[src/rtl/poll_pkg.sv]
package poll_pkg;
    localparam int unsigned POLL_DATA_W = 8;

    typedef enum logic [1:0] {
        SRC_HOLD   = 2'd0,
        SRC_ARRAY  = 2'd1,
        SRC_STATUS = 2'd2
    } rd_src_e;
endpackage

[src/rtl/poll_strobe_edge.sv]
module poll_strobe_edge (
    input  logic clk,
    input  logic rst_n,
    input  logic strobe,
    output logic rise
);
    typedef struct packed {
        logic prev;
    } edge_st_t;

    edge_st_t st_d, st_q;

    always_comb begin
        st_d      = st_q;
        st_d.prev = strobe;
    end

    always_ff @(posedge clk or negedge rst_n) begin
        if (!rst_n) st_q <= '0;
        else        st_q <= st_d;
    end

    assign rise = strobe & ~st_q.prev;
endmodule

[src/rtl/poll_last_byte.sv]
module poll_last_byte #(
    parameter int unsigned DATA_W = poll_pkg::POLL_DATA_W
) (
    input  logic              clk,
    input  logic              rst_n,
    input  logic              busy,
    input  logic              load,
    input  logic [DATA_W-1:0] load_data,
    output logic              last_msb
);
    typedef struct packed {
        logic [DATA_W-1:0] byte_v;
    } last_st_t;

    last_st_t st_d, st_q;

    always_comb begin
        st_d = st_q;
        // Loads arriving during a program cycle are not recorded.
        if (load && !busy) st_d.byte_v = load_data;
    end

    always_ff @(posedge clk or negedge rst_n) begin
        if (!rst_n) st_q <= '0;
        else        st_q <= st_d;
    end

    assign last_msb = st_q.byte_v[DATA_W-1];
endmodule

[src/rtl/poll_toggle.sv]
module poll_toggle (
    input  logic clk,
    input  logic rst_n,
    input  logic advance,
    output logic tog
);
    typedef struct packed {
        logic bit_v;
    } tog_st_t;

    tog_st_t st_d, st_q;

    always_comb begin
        st_d = st_q;
        if (advance) st_d.bit_v = ~st_q.bit_v;
    end

    always_ff @(posedge clk or negedge rst_n) begin
        if (!rst_n) st_q <= '0;
        else        st_q <= st_d;
    end

    assign tog = st_q.bit_v;
endmodule

[src/rtl/poll_out_sel.sv]
module poll_out_sel #(
    parameter int unsigned DATA_W = poll_pkg::POLL_DATA_W
) (
    input  logic              clk,
    input  logic              rst_n,
    input  logic              rd_rise,
    input  logic              busy,
    input  logic              last_msb,
    input  logic              tog,
    input  logic [DATA_W-1:0] arr_data,
    output logic [DATA_W-1:0] rd_data
);
    import poll_pkg::*;

    localparam int unsigned POLL_BIT = DATA_W - 1;
    localparam int unsigned TOG_BIT  = DATA_W - 2;

    typedef struct packed {
        logic [DATA_W-1:0] word;
    } out_st_t;

    out_st_t           st_d, st_q;
    rd_src_e           src;
    logic [DATA_W-1:0] status_word;

    always_comb begin
        status_word           = '0;
        status_word[POLL_BIT] = ~last_msb;
        status_word[TOG_BIT]  = tog;
    end

    always_comb begin
        if (!rd_rise)  src = SRC_HOLD;
        else if (busy) src = SRC_STATUS;
        else           src = SRC_ARRAY;
    end

    always_comb begin
        st_d = st_q;
        case (src)
            SRC_ARRAY:  st_d.word = arr_data;
            SRC_STATUS: st_d.word = status_word;
            default:    st_d.word = st_q.word;
        endcase
    end

    always_ff @(posedge clk or negedge rst_n) begin
        if (!rst_n) st_q <= '0;
        else        st_q <= st_d;
    end

    assign rd_data = st_q.word;
endmodule

[src/rtl/status_poll_resp.sv]
module status_poll_resp #(
    parameter int unsigned DATA_W = poll_pkg::POLL_DATA_W
) (
    input  logic              clk,
    input  logic              rst_n,
    input  logic              busy,
    input  logic              wr_strobe,
    input  logic [DATA_W-1:0] wr_data,
    input  logic              rd_strobe,
    input  logic [DATA_W-1:0] arr_data,
    output logic [DATA_W-1:0] rd_data
);
    logic rd_rise;
    logic last_msb;
    logic tog;
    logic tog_adv;

    poll_strobe_edge u_edge (
        .clk    (clk),
        .rst_n  (rst_n),
        .strobe (rd_strobe),
        .rise   (rd_rise)
    );

    poll_last_byte #(.DATA_W(DATA_W)) u_last (
        .clk       (clk),
        .rst_n     (rst_n),
        .busy      (busy),
        .load      (wr_strobe),
        .load_data (wr_data),
        .last_msb  (last_msb)
    );

    assign tog_adv = rd_rise & busy;

    poll_toggle u_tog (
        .clk     (clk),
        .rst_n   (rst_n),
        .advance (tog_adv),
        .tog     (tog)
    );

    poll_out_sel #(.DATA_W(DATA_W)) u_out (
        .clk      (clk),
        .rst_n    (rst_n),
        .rd_rise  (rd_rise),
        .busy     (busy),
        .last_msb (last_msb),
        .tog      (tog),
        .arr_data (arr_data),
        .rd_data  (rd_data)
    );
endmodule

[config.mk]
export PLATFORM = sky130hd
export DESIGN_NAME = status_poll_resp
export DESIGN_NICKNAME = d
export VERILOG_FILES = /design/src/rtl/poll_pkg.sv /design/src/rtl/poll_strobe_edge.sv /design/src/rtl/poll_last_byte.sv /design/src/rtl/poll_toggle.sv /design/src/rtl/poll_out_sel.sv /design/src/rtl/status_poll_resp.sv
export SDC_FILE = /design/constraint.sdc
export NUM_CORES = 1
export LEC_CHECK = 0
export ABC_AREA = 0
export BUFFER_PORTS_ARGS = -buffer_cell sky130_fd_sc_hd__buf_4
export CORE_AREA = 2 2 39 41
export DETAILED_ROUTE_END_ITERATION = 7
export DIE_AREA = 0 0 41 43
export PLACE_DENSITY = 0.65
export SKIP_LAST_GASP = 1
export SLEW_MARGIN = 10
export SYNTH_ARGS = -nofsm -noshare
export SYNTH_HDL_FRONTEND = slang
export SYNTH_HIERARCHICAL = 1
export SYNTH_SLANG_ARGS = --single-unit
[constraint.sdc]
create_clock -name clk -period 1.89 [get_ports clk]
set_input_delay 0.378 -clock clk [delete_from_list [all_inputs] [get_ports clk]]
set_output_delay 0.378 -clock clk [all_outputs]
set_load 0.02 [all_outputs]
==> results by group <==
STA
  • Worst Slack Setup Final: 708.5 ps
  • Post-layout minimum cycle time: 1181 ps
  • Pins Over Slew Limit: 0
  • Worst hold slack: 235.7 ps
  • Final setup TNS: 0 ps
  • RSZ-0062 raised after global routing: no
  • Final Cycle Share: 62.51%
  • Max_slew headroom: 88.10%
  • Clock Skew: 3.886 ps
  • Final Setup Violations: 0
  • Final hold violations: 0
  • Maximum clock rate: 846.4 MHz
  • Slew at the pin with the worst max-slew slack: 178.3 ps

Global route
  • First-pass GRT wire length: 1386 µm
  • Largest net degree at the start of global routing: 12
  • Vias in the first global route: 340
  • Initial antenna violation count: 0
  • Grt ovf: 0
  • Total GRT Usage: 12.27%

Yosys
  • Seq/Total Area, Yosys: 62.50%
  • FFs w/ async S/R, synth: 100.0%
  • Top cells by count, synth: 11 x dfrtp_1, 6 x a22o_1, 2 x nand2b_1, 2 x nor2_1, 2 x nor2b_4
  • Mapped Area: 440.4 µm²
  • #FFs+latches synth: 11
  • Warnings from Yosys: 6
  • Top FF cell, synth: dfrtp_1
  • Count of different cell masters after synthesis: 13
  • Most area-consuming cells after synthesis: dfrtp_1 63%, a22o_1 12%, nor2b_4 6.3%
  • Syn Area/Cell: 14.21 µm²
  • EDFF count, synth: 0
  • Cells after synthesis: 31
  • Leading area contributor after synthesis: dfrtp_1
  • Share of the synthesized area in the top cell type: 62.50%
  • Most instantiated library cell after synthesis: dfrtp_1
  • Syn Nets: 52

Pwr
  • VDD IR max: 0.0004219 V
  • Clk network pwr share: 26.0%
  • Sequential Power Share: 49.5%
  • Switching power: 0.1603 mW
  • Switching share of power: 27.00%
  • Pwr per Cell Area: 907.2 nW/µm²
  • Total Power: 0.5937 mW
  • Comb power frac: 24.5%
  • Static Leakage: 0.3338 nW
  • Internal power: 0.4334 mW

Critical path
  • Family with the most delay on the worst path: flip-flops
  • Setup crit end kind: output pin
  • Bufs and invs on worst path: 1
  • Critical path launch point type: flop
  • Worst Setup Path Type: reg2out
  • Critical path's largest stage delay: 380 ps
  • Crit path required time: 1510 ps
  • Worst path cell trace: buf_4
  • Worst Path Max Fanout: 2
  • Crit path DAT: 800 ps
  • Slowest cell on crit path: dfrtp_1

Clock network
  • Clock Tree Buf Depth: 2
  • CTS sink cnt: 11
  • CTS root buf: clkbuf_4
  • CTS Buf Count: 3
  • Resized Gates After CTS: 0
  • Worst skew pair latency: 260 ps
  • CTS tree: built
  • Maximum level of the CTS H-tree: 1
  • Register clock-pin slew on the reported worst setup and hold paths: 70 ps

Route
  • WL met2: 395 µm
  • Initial drt markers: 3
  • WL met1: 401 µm
  • DR WL/cell: 12.27 µm
  • DR pass1 iterations: 4
  • Vias: 340
  • Detailed-route vias per instance: 4.658
  • DRT Wirelength: 896 µm
  • Met3 WL: 94 µm
  • Highest metal used: met4
  • ANT nets after route: 0
  • DRC Markers: 0

Die
  • Core Area: 1384 µm²
  • DIE WIDTH: 41 µm
  • Initial Util: 31.83%
  • Die height: 43 µm
  • Row count: 14
  • Die area: 1763 µm²
  • I/O pin total: 29

Outcome
  • Status: finished, final reports clean

Cells and area
  • Final-layout fill cell count: 140
  • Non-Filler Instances: 73
  • Reg area: 275.3 µm²
  • Multi-input gate area: 161.4 µm²
  • Final net count: 79
  • Diodes inserted: 0
  • Ratio of cells with drive above 1 in the final layout: 49.12%
  • Post-Route Utilization: 47.29%
  • Final instance area: 654.4 µm²
  • Area delta synth->final: 48.58%

Placed design
  • Dpl ws: 739.6 ps
  • DP HPWL: 694.4 µm
  • Gp weighted congestion: 0.5822
  • Inst Count DP: 68
  • Port bufs: 21
  • Area after DPL: 618.1 µm²

Hold path
  • Min-delay worst type: in2reg

Flow run
  • Max-cap check violation count: 0
## state kept, by name (all words and copies together) (netlist names)
register       cells
u_last/st_q        1
u_tog/tog          1
u_out/rd_data      8
u_edge/st_q        1
## cell families (layout without fill, tap and decap cells)
family                    count (synthesis)  count (layout)  share of synthesized area [%]
DFF                                      11              11                          62.50
AOI/OAI and AO/OA                         8               8                          14.49
and+or+nand+nor                           8               8                          14.49
muxes                                     2               2                          5.681
xor gates and xnor gates                  1               1                          1.989
buffers and inverters                     1              27                         0.8515
## final timing paths
check | startpoint | to | slack [ps] | cells after the start
worst max register to register | u_edge/st_q$_DFF_PN0_ | u_out/rd_data[1]$_DFFE_PN0P_ | 840 | 3
worst min-delay path | rd_strobe | u_edge/st_q$_DFF_PN0_ | 240 | 1
min in group asynchronous | rst_n | u_out/rd_data[2]$_DFFE_PN0P_ | 480 | 2
worst max-delay path | u_out/rd_data[7]$_DFFE_PN0P_ | rd_data[7] | 710 | 1
worst min register to register | u_tog/tog$_DFFE_PN0P_ | u_tog/tog$_DFFE_PN0P_ | 470 | 1
max in group asynchronous | rst_n | u_out/rd_data[0]$_DFFE_PN0P_ | 1260 | 2
## power by group through the flow
| stage | clock network, mW | logic, mW | registers [mW] |
|---|---|---|---|
| after global placement | 0 | 0.144 | 0.299 |
| after global routing | 0.172 | 0.160 | 0.299 |
| after detailed placement | 0 | 0.146 | 0.298 |
| after CTS | 0.163 | 0.148 | 0.295 |
| after floorplan | 0 | 0.0471 | 0.324 |
| final | 0.154 | 0.145 | 0.294 |
## cells in the final DEF (no fill, tap or decap), types with 2 or more instances in the layout
cell      synthesis  final
a22o_1            6      6
buf_4             0     21
clkbuf_4          0      3
dfrtp_1          11     11
nand2b_1          2      2
nor2_1            2      2
nor2b_4           2      2
## routing by layer
metal	vias up	global-route usage (%)
li1	161	-
met1	158	16.38
met2	19	16.56
met3	2	3.665
met4	0	8.000
met5	-	0
## layout make-up
type / count / share of cell area (%)
clock buffer: 4 / 4.015
inverter: 1 / 0.5736
multi-input combinational: 19 / 24.67
sequential: 11 / 42.06
tap: 16 / 3.059
timing repair buffer: 22 / 25.62
## timing repair
item,4_1_cts,5_1_grt
endpoints found under the hold margin,11,0
buffers inserted,0,0
hold buffers,1,0
Power figures use the tool's default switching activity.
